<file path="src/rtl/msclk_pkg.sv">
package msclk_pkg;
  // index of the shiftable clock lanes
  typedef enum int {
    LANE_SEN = 0,
    LANE_ADC = 1
  } lane_e;
  localparam int N_LANES = 2;
endpackage

</file>
<file path="src/rtl/msclk_phase_ctr.sv">
module msclk_phase_ctr #(
  parameter int PH_W = 4
) (
  input  logic            clk_i,
  input  logic            rst_i,
  output logic [PH_W-1:0] cnt_o,
  output logic            wrap_o
);
  localparam logic [PH_W-1:0] LAST = '1;

  always_ff @(posedge clk_i) begin
    if (rst_i) cnt_o <= '0;
    else       cnt_o <= cnt_o + 1'b1;
  end

  assign wrap_o = (cnt_o == LAST);


  counter_restart_chk: assert property (@(posedge clk_i) rst_i |=> cnt_o == '0);
endmodule

</file>
<file path="src/rtl/msclk_code_latch.sv">
module msclk_code_latch #(
  parameter int CODE_W   = 4,
  parameter int MAX_CODE = 14
) (
  input  logic              clk_i,
  input  logic              rst_i,
  input  logic              wrap_i,
  input  logic [CODE_W-1:0] code_i,
  output logic [CODE_W-1:0] act_o
);
  localparam logic [CODE_W-1:0] CAP = CODE_W'(MAX_CODE);

  logic [CODE_W-1:0] sat_code;
  assign sat_code = (code_i > CAP) ? CAP : code_i;

  always_ff @(posedge clk_i) begin
    if (rst_i)       act_o <= '0;
    else if (wrap_i) act_o <= sat_code;
  end


  code_hold_chk: assert property (@(posedge clk_i) disable iff (rst_i)
    !wrap_i |=> $stable(act_o));

  code_cap_chk: assert property (@(posedge clk_i) disable iff (rst_i)
    act_o <= CAP);
endmodule

</file>
<file path="src/rtl/msclk_shift_clk.sv">
module msclk_shift_clk #(
  parameter int PER_W  = 3,
  parameter int CODE_W = 4
) (
  input  logic              clk_i,
  input  logic              rst_i,
  input  logic [PER_W-1:0]  cnt_i,
  input  logic [CODE_W-1:0] code_i,
  output logic              clk_o
);
  localparam int DW = PER_W + CODE_W;

  logic [DW-1:0] diff;
  assign diff = {{CODE_W{1'b0}}, cnt_i} - {{PER_W{1'b0}}, code_i};

  // high during the first half of the shifted period
  always_ff @(posedge clk_i) begin
    if (rst_i) clk_o <= 1'b0;
    else       clk_o <= ~diff[PER_W-1];
  end
endmodule

</file>
<file path="src/rtl/msclk_divider.sv">
module msclk_divider #(
  parameter int PH_W     = 4,
  parameter int CODE_W   = 4,
  parameter int MAX_CODE = 14
) (
  input  logic              clk2x_i,
  input  logic              rst_i,
  input  logic [2*CODE_W-1:0] cfg_i,
  output logic              ser_clk_o,
  output logic              chk_clk_o,
  output logic              load_o,
  output logic              afe_clk_o,
  output logic              sen_clk_o,
  output logic              adc_clk_o
);
  import msclk_pkg::*;

  localparam int QTR_W = PH_W - 1;

  logic [PH_W-1:0]   cnt;
  logic              wrap;
  logic [N_LANES-1:0] lane_clk;

  msclk_phase_ctr #(.PH_W(PH_W)) ctr_i (
    .clk_i(clk2x_i), .rst_i(rst_i), .cnt_o(cnt), .wrap_o(wrap)
  );

  // fixed-phase outputs share the counter
  msclk_shift_clk #(.PER_W(1), .CODE_W(CODE_W)) ser_i (
    .clk_i(clk2x_i), .rst_i(rst_i), .cnt_i(cnt[0:0]), .code_i('0), .clk_o(ser_clk_o)
  );
  msclk_shift_clk #(.PER_W(QTR_W), .CODE_W(CODE_W)) chk_i (
    .clk_i(clk2x_i), .rst_i(rst_i), .cnt_i(cnt[QTR_W-1:0]), .code_i('0), .clk_o(chk_clk_o)
  );
  msclk_shift_clk #(.PER_W(PH_W), .CODE_W(CODE_W)) afe_i (
    .clk_i(clk2x_i), .rst_i(rst_i), .cnt_i(cnt), .code_i('0), .clk_o(afe_clk_o)
  );

  always_ff @(posedge clk2x_i) begin
    if (rst_i) load_o <= 1'b0;
    else       load_o <= (cnt[QTR_W-1:0] == '0);
  end

  // shiftable lanes: code capture plus shifted divider
  for (genvar l = 0; l < N_LANES; l++) begin : g_lane
    localparam int LW = (l == LANE_SEN) ? QTR_W : PH_W;
    logic [CODE_W-1:0] act;

    msclk_code_latch #(.CODE_W(CODE_W), .MAX_CODE(MAX_CODE)) lat_i (
      .clk_i(clk2x_i), .rst_i(rst_i), .wrap_i(wrap),
      .code_i(cfg_i[l*CODE_W +: CODE_W]), .act_o(act)
    );
    msclk_shift_clk #(.PER_W(LW), .CODE_W(CODE_W)) sh_i (
      .clk_i(clk2x_i), .rst_i(rst_i), .cnt_i(cnt[LW-1:0]), .code_i(act),
      .clk_o(lane_clk[l])
    );
  end

  assign sen_clk_o = lane_clk[LANE_SEN];
  assign adc_clk_o = lane_clk[LANE_ADC];


  reset_low_chk: assert property (@(posedge clk2x_i) rst_i |=>
    !(ser_clk_o | chk_clk_o | load_o | afe_clk_o | sen_clk_o | adc_clk_o));

  ser_toggle_chk: assert property (@(posedge clk2x_i) disable iff (rst_i)
    ser_clk_o |=> !ser_clk_o);

  ser_rise_chk: assert property (@(posedge clk2x_i) disable iff (rst_i)
    !ser_clk_o |=> ser_clk_o);

  load_narrow_chk: assert property (@(posedge clk2x_i) disable iff (rst_i)
    load_o |=> !load_o);

  load_in_chk_chk: assert property (@(posedge clk2x_i) disable iff (rst_i)
    load_o |-> chk_clk_o);

  afe_align_chk: assert property (@(posedge clk2x_i) disable iff (rst_i)
    $rose(afe_clk_o) |-> load_o && ser_clk_o);
endmodule

</file>
<file path="config.mk">
export PLATFORM = sky130hd
export DESIGN_NAME = msclk_divider
export DESIGN_NICKNAME = d
export VERILOG_FILES = /design/src/rtl/msclk_pkg.sv /design/src/rtl/msclk_phase_ctr.sv /design/src/rtl/msclk_code_latch.sv /design/src/rtl/msclk_shift_clk.sv /design/src/rtl/msclk_divider.sv
export SDC_FILE = /design/constraint.sdc
export NUM_CORES = 1
export LEC_CHECK = 0
export ABC_AREA = 1
export BUFFER_PORTS_ARGS = -buffer_cell sky130_fd_sc_hd__buf_2
export CORE_MARGIN = 3
export CORE_UTILIZATION = 53
export CTS_CLUSTER_DIAMETER = 50
export DETAILED_ROUTE_END_ITERATION = 8
export PLACE_DENSITY = 0.79
export REMOVE_ABC_BUFFERS = 1
export SLEW_MARGIN = 15
export SYNTH_ARGS = -nofsm -noshare
export SYNTH_HDL_FRONTEND = slang
export SYNTH_SLANG_ARGS = --single-unit
</file>
<file path="constraint.sdc">
create_clock -name clk2x_i -period 2.05 [get_ports clk2x_i]
set_clock_uncertainty 0.2 [all_clocks]
set_input_delay 0.41 -clock clk2x_i [delete_from_list [all_inputs] [get_ports clk2x_i]]
set_output_delay 0.41 -clock clk2x_i [all_outputs]
set_load 0.01 [all_outputs]
</file>
== Yosys cells after proc, flatten, opt, wreduce, memory -nomap -nowiden ==
Cells that the tools add are included.

* Register bits after elaboration: 17
* Input bits: 10

* Equal/unequal tests: 1
* Order comparisons: 2
* Multiplexer cells: 2
* $add $sub $neg: 3
* Reduce and logical (&&, ||, !) cells: 1
* Bitwise logic cells: 5

{| class="wikitable"
|+ Operator list
! operator !! count
|-
| $gt 4x4->1 const B || 2
|-
| $not 1->1 || 5
|-
| $add 4x1->4 const B || 1
|-
| $eq 4x4->1 const B || 1
|-
| $mux 4 || 1
|-
| $sub 4x4->4 || 1
|-
| $logic_not 3->1 || 1
|-
| $mux 3 || 1
|-
| $sub 3x3->3 || 1
|}

== Depth between registers and ports, before layout ==
* Word-level depth: 2
* Gate-level depth with buffers: 8

== Cells and area by module ==
From an unflattened synthesis, not the netlist that was laid out.

* Cells, all modules: 150
* Area, all modules: 965.9 um2

{| class="wikitable"
|+ Modules (own cells, without submodules)
! module !! times used !! area each (um2) !! cells each
|-
| msclk_code_latch || 2 || 143.9 || 19
|-
| msclk_shift_clk at afe_i ... || 2 || 116.4 || 21
|-
| msclk_shift_clk at chk_i ... || 2 || 101.3 || 17
|-
| msclk_phase_ctr || 1 || 150.1 || 20
|-
| msclk_divider || 1 || 50.0 || 9
|-
| msclk_shift_clk at ser_i || 1 || 42.5 || 7
|}

== Worst setup path before layout ==
OpenSTA, ideal clock, no wires.

* Path kind: register -> register
* Start point: register ctr_i.cnt_o[0]
* End point: register g_lane[0].lat_i.act_o[1]
* Path buffers: 1
* Slack: 698 ps
* Cell stages (with the launch flop): 6
* Period minus slack after synthesis: 1,352 ps
* Data arrival time: 1,035 ps
* Cell sequence: dfxtp_1 ha_1 nand3_2 buf_6 o21ai_1 a21oi_1

* Cells in the longest elaborated chain, start to end: 1

{| class="wikitable"
|+ Ends and longest elaborated chain
! element !! RTL line !! text
|-
| start: declaration || msclk_phase_ctr.sv:6 || <nowiki>output logic [PH_W-1:0] cnt_o,</nowiki>
|-
| start signal: assignment || msclk_phase_ctr.sv:13 || <nowiki>else cnt_o <= cnt_o + 1'b1;</nowiki>
|-
| $eq 4x4->1 || msclk_phase_ctr.sv:16 || <nowiki>assign wrap_o = (cnt_o == LAST);</nowiki>
|-
| end signal: assignment || msclk_code_latch.sv:18 || <nowiki>else if (wrap_i) act_o <= sat_code;</nowiki>
|-
| end: declaration || msclk_code_latch.sv:9 || <nowiki>output logic [CODE_W-1:0] act_o</nowiki>
|}

No other way between the ends.
A chain may end at the register's enable or synchronous reset.

== Worst setup path in the final report ==
* Start point: register ctr_i.cnt_o[1]
* End point: register g_lane[1].lat_i.act_o[2]

* Cells in the longest elaborated chain, start to end: 1

{| class="wikitable"
|+ Ends and longest elaborated chain
! element !! RTL line
|-
| $eq 4x4->1 || msclk_phase_ctr.sv:16
|-
| end signal: assignment || msclk_code_latch.sv:18
|-
| end: declaration || msclk_code_latch.sv:9
|}

No other way between the ends.

==> results.sh <==
export IMPL_status="complete, no violations"
export IMPL_end_kind="flop"
export IMPL_powerDensity_nw_per_um2=713.0
export IMPL_via_count=579
export IMPL_crit_chain="ha_1, nand3_2, o21ai_0, a21oi_1"
export IMPL_dp_cells=116
export IMPL_crit_path_start_kind="flop"
export IMPL_ys_types=14
export IMPL_start_util_pct=59.08
export IMPL_leakage_nw=0.3872
export IMPL_synth_seq_area_share_pct=46.29
export IMPL_max_cap_viol_count=0
export IMPL_critical_path_peak_fanout=13
export IMPL_crit_arrival_ns=1.52
export IMPL_grt_pass1_vias=445
export IMPL_place_hpwl_um=859.3
export IMPL_diodes=0
export IMPL_num_fill_cells=102
export IMPL_root_buffer="clkbuf_4"
export IMPL_final_util_pct=67.95
export IMPL_cp_required_ns=2.03
export IMPL_wl_um=1188
export IMPL_antenna_found_initial=0
export IMPL_core_area_um2=1171
export IMPL_synthArstFlopShare_pct=0
export IMPL_rows=12
export IMPL_clk_pin_slew_ns=0.09
export IMPL_nets=122
export IMPL_yosys_most_used_dff="dfxtp_1"
export IMPL_postCtsSetupBuffers=0
export IMPL_final_cells=119
export IMPL_area_growth_pct=15.01
export IMPL_critical_path_slowest_cell="dfxtp_1"
export IMPL_io_pins=16
export IMPL_synth_area_per_cell_um2=7.863
export IMPL_grt_max_degree=14
export IMPL_first_pass_iters=4
export IMPL_dieArea_um2=1775
export IMPL_synth_edf_count=0
export IMPL_cts_tree="done"
export IMPL_peakVddDrop_mv=0.5362
export IMPL_die_y_um=42.13
export IMPL_relSlewSlack_pct=80.63
export IMPL_setup_viol=0
export IMPL_hold_class="input port to flop"
export IMPL_synth_top_area_cell="dfxtp_1"
export IMPL_fin_crit_sh_pct=75.58
export IMPL_postCtsHoldBufs=0
export IMPL_yosys_area_top_type_share_pct=46.29
export IMPL_yosysWarningCount=0
export IMPL_gp_congestion=0.7544
export IMPL_tightest_slew_ns=0.2902
export IMPL_synth_common_cells="16 x dfxtp_1, 16 x nand2_1, 14 x inv_1"
export IMPL_final_setup_tns_ns=0
export IMPL_drt_iter0_drc=13
export IMPL_cpPeakStageDelay_ns=0.43
export IMPL_htree_levels=1
export IMPL_route_detailed_drc=0
export IMPL_drive_above_1_share_pct=20.95
export IMPL_antenna_left=0
export IMPL_critPathKind="flop to flop"
export IMPL_rsz0062_at_grt="no"
export IMPL_synth_area_leaders="dfxtp_1 46%, ha_1 9.0%, nand2_1 8.7%"
export IMPL_clkLatencyLatePin_ns=0.28
export IMPL_dieWidth_um=42.13
export IMPL_slew_violations=0
export IMPL_synth_seq_cells=16
export IMPL_p_total_uw=567.4
export IMPL_grt_overflow=0
export IMPL_grt_pass1_wl_um=1938
export IMPL_post_cts_resized=0
export IMPL_clockBufferDepth=2
export IMPL_hold_violations=0
export IMPL_routedWlPerCell_um=9.983
export IMPL_cts_sinks=16
export IMPL_vias_per_cell=4.866
export IMPL_hold_ws_ns=0.1748
export IMPL_clock_fmax_mhz=645.4
export IMPL_netlist_instances=88
export IMPL_finalCriticalPeriod_ns=1.549
export IMPL_netlist_area_um2=691.9
export IMPL_port_buffers=15
export IMPL_grt_total_usage_pct=14.79
export IMPL_cts_buffers=3
==> layer usage <==
layer  share of wire (%)  up-vias  global-route usage [%]
met1                  47      249                   17.85
met2                  46       13                   22.22
met3                 5.1        4                   6.438
met5                   0        -                       0
li1                    -      313                       -
met4                 2.1        0                   7.453
==> cell type report <==
type | instances | area [µm²] | area share (%)
multi-input combinational | 57 | 307.8 | 38.68
sequential | 16 | 320.3 | 40.25
tap | 14 | 17.52 | 2.201
clock buffer | 3 | 22.52 | 2.830
inverter | 14 | 52.55 | 6.604
timing repair buffer | 15 | 75.07 | 9.434
==> through the flow <==
stage                     setup slack [ns]  instance area (µm²)
after floorplan                     0.6494                680.7
after global placement              0.5122                773.2
after detailed placement            0.5051                773.2
after CTS                           0.4898                795.8
after global routing                0.3228                795.8
final                               0.5006                795.8
==> path summary, 6_finish.rpt <==
| kind | from | endpoint | slack, ns | cells after the start |
|---|---|---|---|---|
| setup reg to reg | ctr_i.cnt_o[1] | g_lane[1].lat_i.act_o[2] | 0.50 | 4 |
| setup / recovery | ctr_i.cnt_o[1] | g_lane[1].lat_i.act_o[2] | 0.50 | 4 |
| hold reg to reg | g_lane[0].lat_i.act_o[1] | g_lane[0].lat_i.act_o[1] | 0.26 | 2 |
| hold / removal | rst_i | afe_i.clk_o | 0.17 | 2 |
==> logic make-up (layout without fill, tap and decap cells) <==
| group | count (synthesis) | in the layout | synth area share [%] |
|---|---|---|---|
| AO/OA/AOI/OAI | 17 | 17 | 13.93 |
| XOR/XNOR | 1 | 1 | 1.266 |
| adder cells (fa/ha/maj) | 5 | 5 | 9.042 |
| buffers and inverters | 15 | 32 | 9.222 |
| flip-flops | 16 | 16 | 46.29 |
| AND/OR/NAND/NOR | 34 | 34 | 20.25 |
==> cells in the final DEF, fill, tap and decap left out <==
master	instances
xor2_1	1
nand3_2	1
ha_1	5
nand3_1	5
nor2_1	12
nand2_1	16
buf_2	15
inv_1	14
a21oi_1	8
a21oi_2	2
o21ai_0	4
clkbuf_4	3
dfxtp_1	16
o21ai_1	2
o21ai_2	1
==> power breakdown <==
part	switching [mW]	internal (mW)
sequential	0.00994	0.325
combinational	0.0420	0.0314
clock	0.0908	0.0683
total	0.143	0.425
==> worst max-delay path: cells and delay by family, from the launching register on <==
kind / cells / cell delay [ns]
compound gates: 2 / 0.30
fa+ha+maj: 1 / 0.25
flops: 1 / 0.43
simple gates: 1 / 0.26
==> state kept, by name, indices dropped and copies added (netlist names) <==
register,count
g_lane.lat_i.act_o,7
ctr_i.cnt_o,4
g_lane.sh_i.clk_o,2
afe_i.clk_o,1
chk_i.clk_o,1
load_o,1
Power figures use the tool's default switching activity.
